===== src/rtl/spi_incr_pkg.sv =====
package spi_incr_pkg;
  typedef enum logic [1:0] {
    ST_GAP   = 2'd0,
    ST_SHIFT = 2'd1,
    ST_TAIL  = 2'd2
  } tx_state_t;
endpackage


===== src/rtl/spi_incr_tick.sv =====
module spi_incr_tick #(
  parameter int HALF_DIV = 4
) (
  input  logic clk,
  input  logic rst_n,
  output logic tick
);
  localparam int CW = (HALF_DIV > 1) ? $clog2(HALF_DIV) : 1;
  localparam logic [CW-1:0] LAST = CW'(HALF_DIV - 1);

  logic [CW-1:0] cnt_q, cnt_d;

  always_comb begin
    tick  = (cnt_q == LAST);
    cnt_d = tick ? '0 : cnt_q + 1'b1;
  end

  always_ff @(posedge clk or negedge rst_n) begin
    if (!rst_n) cnt_q <= '0;
    else        cnt_q <= cnt_d;
  end

  generate
    if (HALF_DIV > 1) begin : g_gap_chk
      a_r2_tick_spaced: assert property (@(posedge clk) disable iff (!rst_n)
        tick |=> !tick);
    end
  endgenerate
endmodule


===== src/rtl/spi_incr_ctr.sv =====
module spi_incr_ctr #(
  parameter int W = 8
) (
  input  logic         clk,
  input  logic         rst_n,
  input  logic         inc,
  output logic [W-1:0] value
);
  logic [W-1:0] val_q, val_d;

  always_comb begin
    val_d = val_q;
    if (inc) val_d = val_q + 1'b1;
  end

  always_ff @(posedge clk or negedge rst_n) begin
    if (!rst_n) val_q <= '0;
    else        val_q <= val_d;
  end

  assign value = val_q;

  a_r7_step_one: assert property (@(posedge clk) disable iff (!rst_n)
    $past(inc) |-> value == W'($past(value) + 1'b1));
  a_r7_hold: assert property (@(posedge clk) disable iff (!rst_n)
    !$past(inc) |-> $stable(value));
endmodule


===== src/rtl/spi_incr_seq.sv =====
module spi_incr_seq
  import spi_incr_pkg::*;
#(
  parameter int W          = 8,
  parameter int GAP_HALVES = 4
) (
  input  logic         clk,
  input  logic         rst_n,
  input  logic         tick,
  input  logic [W-1:0] tx_byte,
  output logic         frame_done,
  output logic         cs_n,
  output logic         sclk,
  output logic         mosi
);
  localparam int IW = $clog2(W);
  localparam int GW = $clog2(GAP_HALVES);
  localparam logic [IW-1:0] TOP_BIT = IW'(W - 1);
  localparam logic [GW-1:0] GAP_END = GW'(GAP_HALVES - 1);

  tx_state_t     st_q, st_d;
  logic [IW-1:0] idx_q, idx_d, idx_dn;
  logic [GW-1:0] gap_q, gap_d;
  logic          cs_q, cs_d, sck_q, sck_d, dat_q, dat_d;

  always_comb begin
    st_d       = st_q;
    idx_d      = idx_q;
    gap_d      = gap_q;
    cs_d       = cs_q;
    sck_d      = sck_q;
    dat_d      = dat_q;
    frame_done = 1'b0;
    idx_dn     = idx_q - 1'b1;
    if (tick) begin
      unique case (st_q)
        ST_GAP: begin
          if (gap_q == GAP_END) begin
            st_d  = ST_SHIFT;
            cs_d  = 1'b0;
            idx_d = TOP_BIT;
            dat_d = tx_byte[TOP_BIT];
          end else begin
            gap_d = gap_q + 1'b1;
          end
        end
        ST_SHIFT: begin
          if (!sck_q) begin
            sck_d = 1'b1;
          end else begin
            sck_d = 1'b0;
            if (idx_q == '0) begin
              st_d = ST_TAIL;
            end else begin
              idx_d = idx_dn;
              dat_d = tx_byte[idx_dn];
            end
          end
        end
        ST_TAIL: begin
          st_d       = ST_GAP;
          cs_d       = 1'b1;
          dat_d      = 1'b0;
          gap_d      = '0;
          frame_done = 1'b1;
        end
        default: st_d = ST_GAP;
      endcase
    end
  end

  always_ff @(posedge clk or negedge rst_n) begin
    if (!rst_n) begin
      st_q  <= ST_GAP;
      idx_q <= '0;
      gap_q <= '0;
      cs_q  <= 1'b1;
      sck_q <= 1'b0;
      dat_q <= 1'b0;
    end else begin
      st_q  <= st_d;
      idx_q <= idx_d;
      gap_q <= gap_d;
      cs_q  <= cs_d;
      sck_q <= sck_d;
      dat_q <= dat_d;
    end
  end

  assign cs_n = cs_q;
  assign sclk = sck_q;
  assign mosi = dat_q;

  a_r4_mosi_steady_at_rise: assert property (@(posedge clk) disable iff (!rst_n)
    $rose(sclk) |-> $stable(mosi));
  a_r2_sclk_low_when_idle: assert property (@(posedge clk) disable iff (!rst_n)
    cs_n |-> !sclk);
  a_r6_mosi_low_when_idle: assert property (@(posedge clk) disable iff (!rst_n)
    cs_n |-> !mosi);
  a_r5_select_fall_clock_low: assert property (@(posedge clk) disable iff (!rst_n)
    $fell(cs_n) |-> !sclk && $past(!sclk));
  a_r5_select_rise_clock_low: assert property (@(posedge clk) disable iff (!rst_n)
    $rose(cs_n) |-> $past(!sclk));
  a_r3_done_once_per_rise: assert property (@(posedge clk) disable iff (!rst_n)
    frame_done |-> !cs_n);
endmodule


===== src/rtl/spi_incr_tx.sv =====
module spi_incr_tx #(
  parameter int HALF_DIV   = 4,
  parameter int GAP_HALVES = 4
) (
  input  logic clk,
  input  logic rst_n,
  output logic sclk,
  output logic mosi,
  output logic cs_n
);
  localparam int BYTE_W = 8;

  logic              tick;
  logic              frame_done;
  logic [BYTE_W-1:0] cur_byte;

  initial begin
    a_r6_gap_min: assert (GAP_HALVES >= 4);
    a_r2_div_min: assert (HALF_DIV >= 1);
  end

  spi_incr_tick #(.HALF_DIV(HALF_DIV)) u_tick (
    .clk   (clk),
    .rst_n (rst_n),
    .tick  (tick)
  );

  spi_incr_ctr #(.W(BYTE_W)) u_ctr (
    .clk   (clk),
    .rst_n (rst_n),
    .inc   (frame_done),
    .value (cur_byte)
  );

  spi_incr_seq #(.W(BYTE_W), .GAP_HALVES(GAP_HALVES)) u_seq (
    .clk        (clk),
    .rst_n      (rst_n),
    .tick       (tick),
    .tx_byte    (cur_byte),
    .frame_done (frame_done),
    .cs_n       (cs_n),
    .sclk       (sclk),
    .mosi       (mosi)
  );
endmodule


===== config.mk =====
export PLATFORM = sky130hd
export DESIGN_NAME = spi_incr_tx
export DESIGN_NICKNAME = d
export VERILOG_FILES = /design/src/rtl/spi_incr_pkg.sv /design/src/rtl/spi_incr_tick.sv /design/src/rtl/spi_incr_ctr.sv /design/src/rtl/spi_incr_seq.sv /design/src/rtl/spi_incr_tx.sv
export SDC_FILE = /design/constraint.sdc
export NUM_CORES = 1
export LEC_CHECK = 0
export CELL_PAD_IN_SITES_DETAIL_PLACEMENT = 2
export CELL_PAD_IN_SITES_GLOBAL_PLACEMENT = 2
export CORE_MARGIN = 3
export CORE_UTILIZATION = 35
export DETAILED_ROUTE_END_ITERATION = 7
export PLACE_DENSITY_LB_ADDON = 0.1
export SYNTH_ARGS = -nofsm -noshare
export SYNTH_HDL_FRONTEND = slang
export SYNTH_SLANG_ARGS = --single-unit

===== constraint.sdc =====
create_clock -name clk -period 1.6 [get_ports clk]
set_input_delay 0.32 -clock clk [delete_from_list [all_inputs] [get_ports clk]]
set_output_delay 0.32 -clock clk [all_outputs]
set_load 0.005 [all_outputs]

# [After elaboration in Yosys (flattened, before gate mapping)]
# Index checks and enable logic that the tools add are counted.
[totals] input_bits=2 wordCells=55 register_bits=20
[op_classes] muxes=22 n_eq_ne=9 addsub=4 n_reduce_logical=11 order_cmp=1
[ops] cell="2-bit two-way mux" n=5
[ops] cell="5-bit AND reduction" n=2
[ops] cell="3-bit two-way mux" n=3
[ops] cell="8-bit by 1-bit adder with 8-bit output (second input constant)" n=1
[ops] cell="1-bit two-way mux" n=8
[ops] cell="2-bit one-hot mux with 2 select lines" n=2
[ops] cell="2-bit equality test (second input constant)" n=3
[ops] cell="2-bit by 1-bit inequality test with 1-bit output (second input constant)" n=3
[ops] cell="3-bit one-hot mux with 2 select lines" n=1
[ops] cell="3-bit AND reduction" n=2
[ops] cell="2-bit by 1-bit adder with 2-bit output (second input constant)" n=2
[ops] cell="3-bit by 4-bit less-than comparator with 1-bit output (second input constant)" n=1
[ops] cell="2-bit inequality test (second input constant)" n=2
[ops] cell="4-bit AND reduction" n=1
[ops] cell="2-bit nonzero test" n=2
[ops] cell="1-bit binary-select mux with 3-bit select" n=1
[ops] cell="3-bit logical NOT" n=1
[ops] cell="1-bit one-hot mux with 3 select lines" n=1
[ops] cell="3-bit nonzero test" n=1
[ops] cell="3-bit by 1-bit subtractor with 3-bit output (second input constant)" n=1
[ops] cell="2-bit by 1-bit equality test with 1-bit output (second input constant)" n=1
[ops] cell="2-bit logical NOT" n=1
[ops] cell="1-bit one-hot mux with 2 select lines" n=1
[ops] cell="2-bit AND reduction" n=1

# [Depth between registers and ports, before layout]
# Gate-level depths: netlist of run 1.
[logic_depth] word_depth=6 ltp_mapped=6 depth_no_buf=6

# [Modules after synthesis]
# From an unflattened synthesis of run 1, not the netlist that was laid out.
[hier_totals] cells_unflattened=94 area_unflattened_um2=1077.3
[by_module_without_submodules] mod="spi_incr_seq" instances=1 cells_per_inst=64 area_each_um2=673.1
[by_module_without_submodules] mod="spi_incr_ctr" instances=1 cells_per_inst=26 area_each_um2=337.8
[by_module_without_submodules] mod="spi_incr_tick" instances=1 cells_per_inst=4 area_each_um2=66.3

# [Worst setup path after synthesis of run 1]
# No wires, ideal clock.
[synth_path] path_kind="reg-to-reg" from="register u_seq.st_q[0]" to="register u_seq.dat_q (netlist: u_seq.mosi)" arrival_ns=1.494 t_required_ns=1.475 stages_incl_launch_ff=7 period_less_slack_ns=1.619 path_slack_ns=-0.019 path_cell_list="dfrtp_1 > inv_1 > ha_1 > nand2b_1 > nand2_1 > nor3_1 > mux2_4"
[synth_via] elab_chain_len=3 elab_cells_between_ends=9
[synth_rtl] element="start: declaration" line_no="spi_incr_seq.sv:21" rtl="tx_state_t st_q, st_d;"
[synth_rtl] element="start signal: assignment" line_no="spi_incr_seq.sv:81" rtl="st_q <= st_d;"
[synth_rtl] element="2-bit by 1-bit equality test with 1-bit output, or another cell as far along" line_no="spi_incr_seq.sv:36" rtl="unique case (st_q)"
[synth_rtl] element="2-bit inequality test (no line), or another cell as far along"
[synth_rtl] element="5-bit AND reduction (no line)"
[synth_rtl] element="end signal: assignment" line_no="spi_incr_seq.sv:86" rtl="dat_q <= dat_d;"
[synth_rtl] element="end: declaration" line_no="spi_incr_seq.sv:24" rtl="logic cs_q, cs_d, sck_q, sck_d, dat_q, dat_d;"
# Parallel ways exist; a longest one is shown, timed or not.
# A chain may end at the register's enable or synchronous reset.

# [Worst setup path in the final report of run 1]
[layout_path] from="register u_seq.idx_q[0]" to="register u_seq.dat_q (netlist: u_seq.mosi)"
[layout_via] elab_chain_len=6 elab_cells_between_ends=9
[layout_rtl] element="start: declaration" line_no="spi_incr_seq.sv:22" rtl="logic [IW-1:0] idx_q, idx_d, idx_dn;"
[layout_rtl] element="start signal: assignment" line_no="spi_incr_seq.sv:82" rtl="idx_q <= idx_d;"
[layout_rtl] element="3-bit by 1-bit subtractor with 3-bit output" line_no="spi_incr_seq.sv:34" rtl="idx_dn = idx_q - 1'b1;"
[layout_rtl] element="1-bit binary-select mux with 3-bit select" line_no="spi_incr_seq.sv:56" rtl="dat_d = tx_byte[idx_dn];"
[layout_rtl] element="1-bit two-way mux (implied by the code)" line_no="spi_incr_seq.sv:56"
[layout_rtl] element="1-bit two-way mux" line_no="spi_incr_seq.sv:52" rtl="if (idx_q == '0) begin"
[layout_rtl] element="1-bit two-way mux" line_no="spi_incr_seq.sv:48" rtl="if (!sck_q) begin"
[layout_rtl] element="1-bit one-hot mux with 3 select lines" line_no="spi_incr_seq.sv:36"
# Parallel ways exist; a longest one is shown, timed or not. The select of a mux whose other input is x is not followed.

==> qor.csv, run 1 <==
stage;metric;value;unit
run;max_cap_viol_count;0;
power_and_ir_drop;combPwrFrac;2.1;%
place;gp_congestion;0.782;
run_status;violations;setup timing;
synth;ys_warn_count;0;
finish;n_antenna_cell;0;
floorplanning;core;0.00285;mm^2
routing;wl_per_cell;19.4;um
power_and_ir_drop;p_int;0.000608;W
place;hpwl;2180;um
setup_path;worst-path-stages;6;
setup_path;crit_end;u_seq.mosi;
power_and_ir_drop;power;0.000790;W
setup_path;r2r_slack;-110;ps
power_and_ir_drop;p_clk_share;33.9;%
synth;synthesis.area;0.00109;mm^2
routing;drtIter0Drc;24;
clock_tree;clockBufferDepth;2;
synth;netlist_instances;97;
grt;grtUsageTotal;16.5;%
timing;drv_slew;0;
finish;drive_gt1_share;40.0;%
clock_tree;ctsHoldBuffers;0;
clock_tree;cts_max_level;1;
grt;grt_pass1_wl;4440;um
synth;yosys.area.top_type;dfrtp_1;
setup_path;slowest_delay;410;ps
synth;synth-main-ff-cell;dfrtp_1;
setup_path;cp-startpoint;u_seq.idx_q[0];
power_and_ir_drop;ir_drop;0.330;mV
power_and_ir_drop;p_sw_share;23.0;%
timing;finalHoldViolations;0;
run_status;status;complete, but fails checks;
synth;synth_top_area_share;43.6;%
clock_tree;insertion_delay;310;ps
setup_path;slowest_stage;dfrtp_1;
synth;synthTopCellsByCount;19 x dfrtp_1, 11 x ha_1, 11 x nand2_1;
finish;final.fill_count;302;
place;numPortBuffers;4;
setup_path;path_max_fanout;3;
timing;grt_setup_unrepaired;yes;
setup_path;r2r-start;u_seq.idx_q[0];
timing;finalCritPeriodShare;107;%
clock_tree;ctsRootBufferMaster;clkbuf_4;
synth;yosysUniqueCellTypes;30;
setup_path;endpoint_kind;register;
setup_path;start_kind;register;
finish;nets;144;
setup_path;r2r_end;u_seq.mosi;
power_and_ir_drop;p_per_area;542;mW/mm^2
synth;syn-num-nets;110;
routing;via_per_inst;5.29;
routing;drt-total-wl;3120;um
grt;grt_max_degree;12;
clock_tree;tritoncts;yes;
clock_tree;path_clk_slew;130;ps
power_and_ir_drop;switchingPower;0.000182;W
setup_path;cp.arrival;1920;ps
floorplanning;start_util;38.2;%
clock_tree;clock-sinks;20;
synth;synth_edf_count;0;
finish;syn2layout_area_growth;33.6;%
setup_path;criticalPathCategory;register to register;
setup_path;rr_worst_depth;6;
floorplanning;ios;5;
synth;async_flop_share;100;%
timing;relSlewSlack;74.8;%
power_and_ir_drop;seq_power_share;64.0;%
floorplanning;rows;19;
routing;drcViolationCount;0;
synth;synth_most_common_cell;dfrtp_1;
timing;fin_ws;-112;ps
power_and_ir_drop;leakagePower;0.705;nW
timing;fin_skew;6.67;ps
setup_path;required;1810;ps
synth;synth.area.top_cells;dfrtp_1 44%, ha_1 13%, mux4_1 4.8%, xnor2_1 4.0%, nand2_1 3.8%;
timing;setup_viol;3;
timing;fmax;584;MHz
setup_path;path_delay_family;multiplexers;
floorplanning;die-height;61.8;um
hold_path;hold_class;input pin to async pin;
routing;vias;852;
grt;antenna_found_initial;0;
synth;ys_seq_area_share;46.0;%
timing;worstMarginPinSlew;377;ps
routing;drt_pass1_iterations;2;
setup_path;crit_buf_inv;1;
floorplanning;die_area;0.00382;mm^2
timing;period_needed;1710;ps
floorplanning;die_w;61.8;um
setup_path;crit_path_cell_trace;inv_2 > ha_4 > mux4_2 > mux2i_1 > o22ai_1 > mux2_4;
synth;ys_ff_latch;20;
place;dp.cells;154;
grt;globalRouteOverflowTotal;0;
grt;grt_pass1_vias;906;
synth;avgSynthCellArea;11.2;um^2
routing;final_antenna_net_count;0;
clock_tree;cts_buffers;3;
finish;instances_no_fill;161;
-- worst min path at each step --
stage	slack, ps	start	cells after the start	to
2_1_floorplan	20	rst_n	0	u_ctr.value[0]
3_3_place_gp	410	u_tick.cnt_q[0]	1	u_tick.cnt_q[0]
3_5_place_dp	420	u_tick.cnt_q[0]	1	u_tick.cnt_q[0]
4_1_cts	270	rst_n	1	u_seq.st_q[1]
5_1_grt	270	rst_n	1	u_seq.idx_q[0]
6_report	270	rst_n	1	u_seq.idx_q[0]
-- layout by cell type (no fill, tap or decap), drive strengths merged, types with 3 or more instances in the layout --
master / synthesis / layout
nand2: 11 / 11
dfrtp: 19 / 19
nand3: 3 / 3
o21ai: 3 / 3
clkbuf: 0 / 4
nor3: 3 / 3
ha: 11 / 11
clkdlybuf4s50: 0 / 3
buf: 1 / 26
mux2: 4 / 4
xor2: 4 / 4
inv: 7 / 7
xnor2: 5 / 5
nor2: 4 / 4
-- routing by layer --
metal	wire length (um)	vias to the layer above	GRT usage (%)
li1	-	400	-
met1	1520	444	21.6
met2	1530	6	28.7
met3	48	2	2.48
met4	20	0	3.64
met5	0	-	0
-- power by group through the flow --
| stage | clock, W | combinational [W] | sequential (W) |
|---|---|---|---|
| floorplan | 0 | 0.000000000320 | 0.000515 |
| global placement | 0 | 0.0000167 | 0.000515 |
| detailed placement | 0 | 0.0000175 | 0.000515 |
| CTS | 0.000276 | 0.0000176 | 0.000506 |
| global route | 0.000308 | 0.0000191 | 0.000506 |
| finish | 0.000268 | 0.0000169 | 0.000505 |
-- cell families after synthesis --
group | share of synthesized area, %
DFF | 46.0
AOI/OAI and AO/OA | 7.57
xor gates and xnor gates | 7.22
and+or+nand+nor | 13.5
adders and majority gates | 12.6
buffers and inverters | 2.87
muxes | 10.2
-- through the flow --
| stage | hold slack (ps) | instance area (um^2) | setup TNS (ps) | worst slack, ps | utilization (%) |
|---|---|---|---|---|---|
| floorplan | 24.4 | 1100 | -44.5 | -17.4 | - |
| global placement | 413 | 1340 | -5.53 | -5.53 | 47.1 |
| detailed placement | 424 | 1340 | -290 | -160 | 47.1 |
| CTS | 267 | 1390 | -238 | -101 | 48.8 |
| global route | 271 | 1460 | -447 | -171 | 51.1 |
| finish | 275 | 1460 | -229 | -112 | 51.1 |
-- sequential cells by signal (all words and copies together), names as in the netlist --
name / count
u_ctr.value: 8
u_tick.cnt_q: 2
u_seq.gap_q: 2
u_seq.idx_q: 3
u_seq.cs_n: 1
u_seq.st_q: 2
u_seq.mosi: 1
u_seq.sclk: 1
-- cell type report --
type / instances / area (um^2) / area share (%)
repair buffers: 30 / 234 / 16.1
clock buffers: 4 / 26.3 / 1.80
multi-input cells: 69 / 631 / 43.3
well taps: 31 / 38.8 / 2.66
inverters: 7 / 26.3 / 1.80
flip-flops and latches: 20 / 502 / 34.4
-- what timing repair did --
| action | 4_1_cts | 5_1_grt |
|---|---|---|
| setup endpoints to repair | 8 | 10 |
| resized for setup | 8 | 11 |
| setup buffers | 1 | 2 |
Power figures use the tool's default switching activity.
==> inputs of run 2 (changes only) <==
Settings changed: SKIP_LAST_GASP from default to 1.
Clock period 1.6 ns to 1.54 ns, I/O delays scaled along.
==> run 2 against run 1 <==
The run still ends with setup timing left. Power grew 8.5%. Design area is 1.9% higher. Clock power up 19%. Non-clock buffer count is the same. Routed wire length shrank 13%. Critical path type unchanged.
==> qor.csv, run 2 (synthesis results as in run 1) <==
stage;metric;value;unit;change
run_status;status;complete, but fails checks;;unchanged
run_status;violations;setup timing;;unchanged
clock_tree;clockBufferDepth;2;;unchanged
clock_tree;ctsHoldBuffers;0;;unchanged
finish;syn2layout_area_growth;36.1;%;was 33.6%
routing;drt_pass1_iterations;3;;was 2
floorplanning;start_util;38.2;%;unchanged
grt;grt_pass1_wl;4350;um;was 4440 um
clock_tree;cts_max_level;1;;unchanged
timing;drv_slew;0;;unchanged
routing;drcViolationCount;0;;unchanged
timing;finalCritPeriodShare;110;%;was 107%
timing;relSlewSlack;79.3;%;was 74.8%
routing;final_antenna_net_count;0;;unchanged
finish;final_cell_mix;26 x buf_4, 19 x dfrtp_1, 10 x nand2_1, 8 x ha_1, 5 x xnor2_1;;was 26 x buf_4, 19 x dfrtp_1, 10 x nand2_1, 8 x ha_1
routing;drt-total-wl;2720;um;was 3120 um
setup_path;crit_path_cell_trace;buf_4 > mux4_1 > mux2i_1 > o22ai_1 > mux2_4;;was inv_2 > ha_4 > mux4_2 > mux2i_1 > o22ai_1 > mux2_4
timing;finalHoldViolations;0;;unchanged
clock_tree;tritoncts;yes;;unchanged
timing;fin_ws;-153;ps;was -112 ps
setup_path;path_max_fanout;3;;unchanged
power_and_ir_drop;power;0.000858;W;was 0.000790 W
finish;drive_gt1_share;40.0;%;unchanged
grt;grt_max_degree;21;;was 12
finish;final.fill_count;289;;was 302
hold_path;hold_class;input pin to async pin;;unchanged
clock_tree;path_clk_slew;120;ps;was 130 ps
setup_path;slowest_stage;mux4_1;;was dfrtp_1
routing;vias;840;;was 852
place;numPortBuffers;4;;unchanged
place;place_ws;-141;ps;was -160 ps
floorplanning;rows;19;;unchanged
place;hpwl;1920;um;was 2180 um
timing;fin_skew;2.97;ps;was 6.67 ps
power_and_ir_drop;ir_drop;0.424;mV;was 0.330 mV
grt;globalRouteOverflowTotal;0;;unchanged
power_and_ir_drop;leakagePower;0.731;nW;was 0.705 nW
clock_tree;ctsRootBufferMaster;clkbuf_4;;unchanged
finish;n_antenna_cell;0;;unchanged
timing;period_needed;1690;ps;was 1710 ps
setup_path;cp.arrival;1900;ps;was 1920 ps
timing;worstMarginPinSlew;309;ps;was 377 ps
clock_tree;insertion_delay;310;ps;about the same
finish;final_core_util;52.1;%;was 51.1%
grt;grt_pass1_vias;911;;was 906
floorplanning;core;0.00285;mm^2;unchanged
power_and_ir_drop;p_per_area;577;mW/mm^2;was 542 mW/mm^2
grt;antenna_found_initial;0;;unchanged
setup_path;start_kind;register;;unchanged
routing;via_per_inst;5.22;;was 5.29
floorplanning;ios;5;;unchanged
setup_path;slowest_delay;530;ps;was 410 ps
timing;grt_setup_unrepaired;yes;;unchanged
floorplanning;die_area;0.00382;mm^2;unchanged
routing;wl_per_cell;16.9;um;was 19.4 um
clock_tree;clock-sinks;20;;unchanged
grt;grtUsageTotal;16.1;%;was 16.5%
setup_path;endpoint_kind;register;;unchanged
finish;nets;144;;unchanged
timing;setup_viol;2;;was 3
setup_path;crit_buf_inv;1;;unchanged
setup_path;criticalPathCategory;register to register;;unchanged
floorplanning;die-height;61.8;um;unchanged
floorplanning;die_w;61.8;um;unchanged
timing;fmax;590;MHz;was 584 MHz
setup_path;required;1750;ps;was 1810 ps
finish;mostFrequentLayoutCell;buf_4;;unchanged
run;max_cap_viol_count;0;;unchanged
routing;drtIter0Drc;27;;was 24
clock_tree;cts_buffers;3;;unchanged
finish;largest_reg_flops;8;;unchanged
place;gp_congestion;0.698;;was 0.782
setup_path;path_delay_family;multiplexers;;unchanged
## run 2: area by class of cell
class	count	area, um^2	share of cell area (%)
inverters	7	26.3	1.77
multi-input cells	69	648	43.6
repair buffers	30	234	15.8
flip-flops and latches	20	502	33.8
clock buffers	4	36.3	2.44
well taps	31	38.8	2.61
## run 2: path summary, 6_finish.rpt
check | startpoint | end | slack, ps | depth (start not counted)
max in group asynchronous | rst_n | u_seq.cs_n | 940 | 2
worst max-delay path | u_seq.idx_q[0] | u_seq.mosi | -150 | 5
worst min-delay path | rst_n | u_seq.st_q[0] | 330 | 2
worst max register to register | u_seq.idx_q[0] | u_seq.mosi | -150 | 5
worst min register to register | u_tick.cnt_q[0] | u_tick.cnt_q[0] | 440 | 1
min in group clk | u_tick.cnt_q[0] | u_tick.cnt_q[0] | 440 | 1
## run 2: worst register-to-register path, cell delays in order (launching register included)
cell and delay [ps]:
dfrtp_1 430, buf_4 140, mux4_1 530, mux2i_1 150
o22ai_1 90, mux2_4 260
## run 2: what timing repair did
action | CTS | global route
pin swaps | 0 | 1
hold endpoints to repair | 0 | 0
resized for setup | 7 | 7
setup endpoints to repair | 11 | 11
cloned | 0 | 0
buffers inserted | 5 | 2
## run 2: where the power goes
group,switching (W),internal [W]
Clock,0.000174,0.000144
Sequential,0,0.000525
Combinational,0.0000105,0.00000390
Total,0.000184,0.000673
## run 2: metrics by stage
| step | hold slack [ps] | instance area [um^2] | setup TNS [ps] | instances |
|---|---|---|---|---|
| 2_1_floorplan | 12.4 | 1130 | -2.34 | 97 |
| 3_3_place_gp | 414 | 1350 | -228 | 150 |
| 3_5_place_dp | 425 | 1350 | -521 | 150 |
| 4_1_cts | 322 | 1440 | -117 | 159 |
| 5_1_grt | 333 | 1490 | -284 | 161 |
| 6_report | 330 | 1490 | -158 | 161 |
## run 2: metal layers
metal | global-route usage, % | up-vias | routed length [um]
met3 | 3.72 | 5 | 59
met4 | 5.45 | 0 | 34
met1 | 19.4 | 427 | 1200
li1 | - | 401 | -
met5 | 0 | - | 0
met2 | 28.1 | 7 | 1430
==> inputs of run 3 (changes only) <==
Settings changed: SKIP_LAST_GASP 1 to default.
==> run 3 against run 2 <==
Sequential share of layout area is the same. Maximum frequency grew 0.20%. Critical path depth is the same. Cell count is the same. Register-to-register slack is essentially flat. Die area is the same. Via count is the same. Clock skew is essentially flat. Routed wire length is essentially flat. The run still ends with setup timing left. Combinational power is essentially flat.
==> qor.csv, run 3 (synthesis results as in run 1) <==
stage;metric;value;unit;change
timing;worstMarginPinSlew;308;ps;was 309 ps
power_and_ir_drop;p_per_area;577;mW/mm^2;about the same
place;gp_congestion;0.698;;unchanged
timing;grt_setup_unrepaired;yes;;unchanged
floorplanning;die_area;0.00382;mm^2;unchanged
clock_tree;insertion_delay;310;ps;about the same
routing;via_per_inst;5.22;;unchanged
setup_path;criticalPathCategory;register to register;;unchanged
finish;drive_gt1_share;40.8;%;was 40.0%
timing;tns;-154;ps;was -158 ps
timing;period_needed;1690;ps;about the same
timing;relSlewSlack;79.3;%;about the same
grt;grt_max_degree;21;;unchanged
power_and_ir_drop;p_clk_share;37.1;%;about the same
finish;n_antenna_cell;0;;unchanged
clock_tree;ctsHoldBuffers;0;;unchanged
finish;mostFrequentLayoutCell;buf_4;;unchanged
timing;fin_skew;3.06;ps;was 2.97 ps
finish;final_cell_mix;26 x buf_4, 19 x dfrtp_1, 10 x nand2_1, 8 x ha_1, 5 x xnor2_1;;unchanged
clock_tree;tritoncts;yes;;unchanged
finish;design_area;0.00149;mm^2;unchanged
grt;grtUsageTotal;16.1;%;unchanged
finish;largest_reg_flops;8;;unchanged
timing;setup_viol;2;;unchanged
routing;wl_per_cell;16.9;um;about the same
power_and_ir_drop;p_int;0.000673;W;about the same
timing;finalCritPeriodShare;110;%;about the same
routing;vias;840;;unchanged
clock_tree;ctsRootBufferMaster;clkbuf_4;;unchanged
timing;fmax;592;MHz;was 590 MHz
run_status;violations;setup timing;;unchanged
timing;drv_slew;0;;unchanged
setup_path;start_kind;register;;unchanged
routing;final_antenna_net_count;0;;unchanged
clock_tree;clockBufferDepth;2;;unchanged
finish;nets;144;;unchanged
clock_tree;cts_max_level;1;;unchanged
power_and_ir_drop;ir_drop;0.423;mV;was 0.424 mV
setup_path;cp.arrival;1900;ps;about the same
setup_path;endpoint_kind;register;;unchanged
floorplanning;core;0.00285;mm^2;unchanged
power_and_ir_drop;p_sw_share;21.5;%;about the same
place;place_area;0.00135;mm^2;unchanged
floorplanning;rows;19;;unchanged
place;numPortBuffers;4;;unchanged
floorplanning;start_util;38.2;%;unchanged
power_and_ir_drop;combPwrFrac;1.7;%;about the same
run;max_cap_viol_count;0;;unchanged
routing;drt_pass1_iterations;3;;unchanged
power_and_ir_drop;switchingPower;0.000184;W;about the same
clock_tree;clock-sinks;20;;unchanged
finish;syn2layout_area_growth;36.1;%;unchanged
grt;grt_pass1_wl;4350;um;unchanged
power_and_ir_drop;seq_power_share;61.2;%;about the same
setup_path;path_max_fanout;3;;unchanged
floorplanning;die_w;61.8;um;unchanged
grt;grt_pass1_vias;911;;unchanged
routing;drcViolationCount;0;;unchanged
routing;drtIter0Drc;27;;unchanged
timing;fin_ws;-150;ps;was -153 ps
place;dp.cells;150;;unchanged
power_and_ir_drop;leakagePower;0.729;nW;was 0.731 nW
grt;antenna_found_initial;0;;unchanged
floorplanning;die-height;61.8;um;unchanged
clock_tree;cts_buffers;3;;unchanged
routing;drt-total-wl;2720;um;about the same
floorplanning;ios;5;;unchanged
timing;finalHoldViolations;0;;unchanged
run_status;status;complete, but fails checks;;unchanged
power_and_ir_drop;power;0.000858;W;about the same
grt;globalRouteOverflowTotal;0;;unchanged
timing;hold-worst-slack;330;ps;about the same
hold_path;hold_class;input pin to async pin;;unchanged
setup_path;required;1750;ps;about the same
place;hpwl;1920;um;unchanged
finish;instances_no_fill;161;;unchanged
clock_tree;path_clk_slew;120;ps;about the same
run 3: path summary, 6_finish.rpt:
check | startpoint | to | slack, ps | depth (start not counted)
max | u_seq.idx_q[0] | u_seq.mosi | -150 | 5
min | rst_n | u_seq.st_q[0] | 330 | 2
max reg2reg | u_seq.idx_q[0] | u_seq.mosi | -150 | 5
min reg2reg | u_tick.cnt_q[0] | u_tick.cnt_q[0] | 440 | 1
max in group asynchronous | rst_n | u_seq.cs_n | 940 | 2
min in group clk | u_tick.cnt_q[0] | u_tick.cnt_q[0] | 440 | 1
run 3: power groups by stage:
stage / Clock [W] / Sequential [W] / Combinational (W)
3_5_place_dp: 0 / 0.000535 / 0.0000157
5_1_grt: 0.000361 / 0.000525 / 0.0000170
2_1_floorplan: 0 / 0.000535 / 0.000000000324
4_1_cts: 0.000337 / 0.000525 / 0.0000157
3_3_place_gp: 0 / 0.000535 / 0.0000155
6_report: 0.000318 / 0.000525 / 0.0000144
run 3: area by class of cell:
class                      count  area (um^2)
clock buffer                   4         36.3
fill                         289         1370
inverter                       7         26.3
multi-input combinational     69          648
sequential                    20          502
tap                           31         38.8
timing repair buffer          30          234
run 3: stage by stage:
| stage | setup slack (ps) | util, % |
|---|---|---|
| 3_5_place_dp | -141 | 47.1 |
| 5_1_grt | -209 | 52.1 |
| 4_1_cts | -107 | 50.4 |
| 6_report | -150 | 52.1 |
| 2_1_floorplan | -2.34 | - |
| 3_3_place_gp | -68.7 | 47.1 |
run 3: repair_timing:
item	CTS	global route
setup buffers	5	2
gates resized for setup	8	7
pin swaps	0	1
cloned	0	0
endpoints found under the setup margin	11	11
run 3: worst max-delay path, cell delays in order (launching register included):
cell	delay [ps]
dfrtp_1	420
buf_4	140
mux4_1	530
mux2i_1	150
o22ai_1	90
mux2_4	260
run 3: layer usage:
metal / vias up / part of all wire [%] / track usage, %
li1: 401 / - / -
met1: 427 / 44 / 19.4
met2: 7 / 53 / 28.1
met3: 5 / 2.2 / 3.72
met4: 0 / 1.3 / 5.45
met5: - / 0 / 0
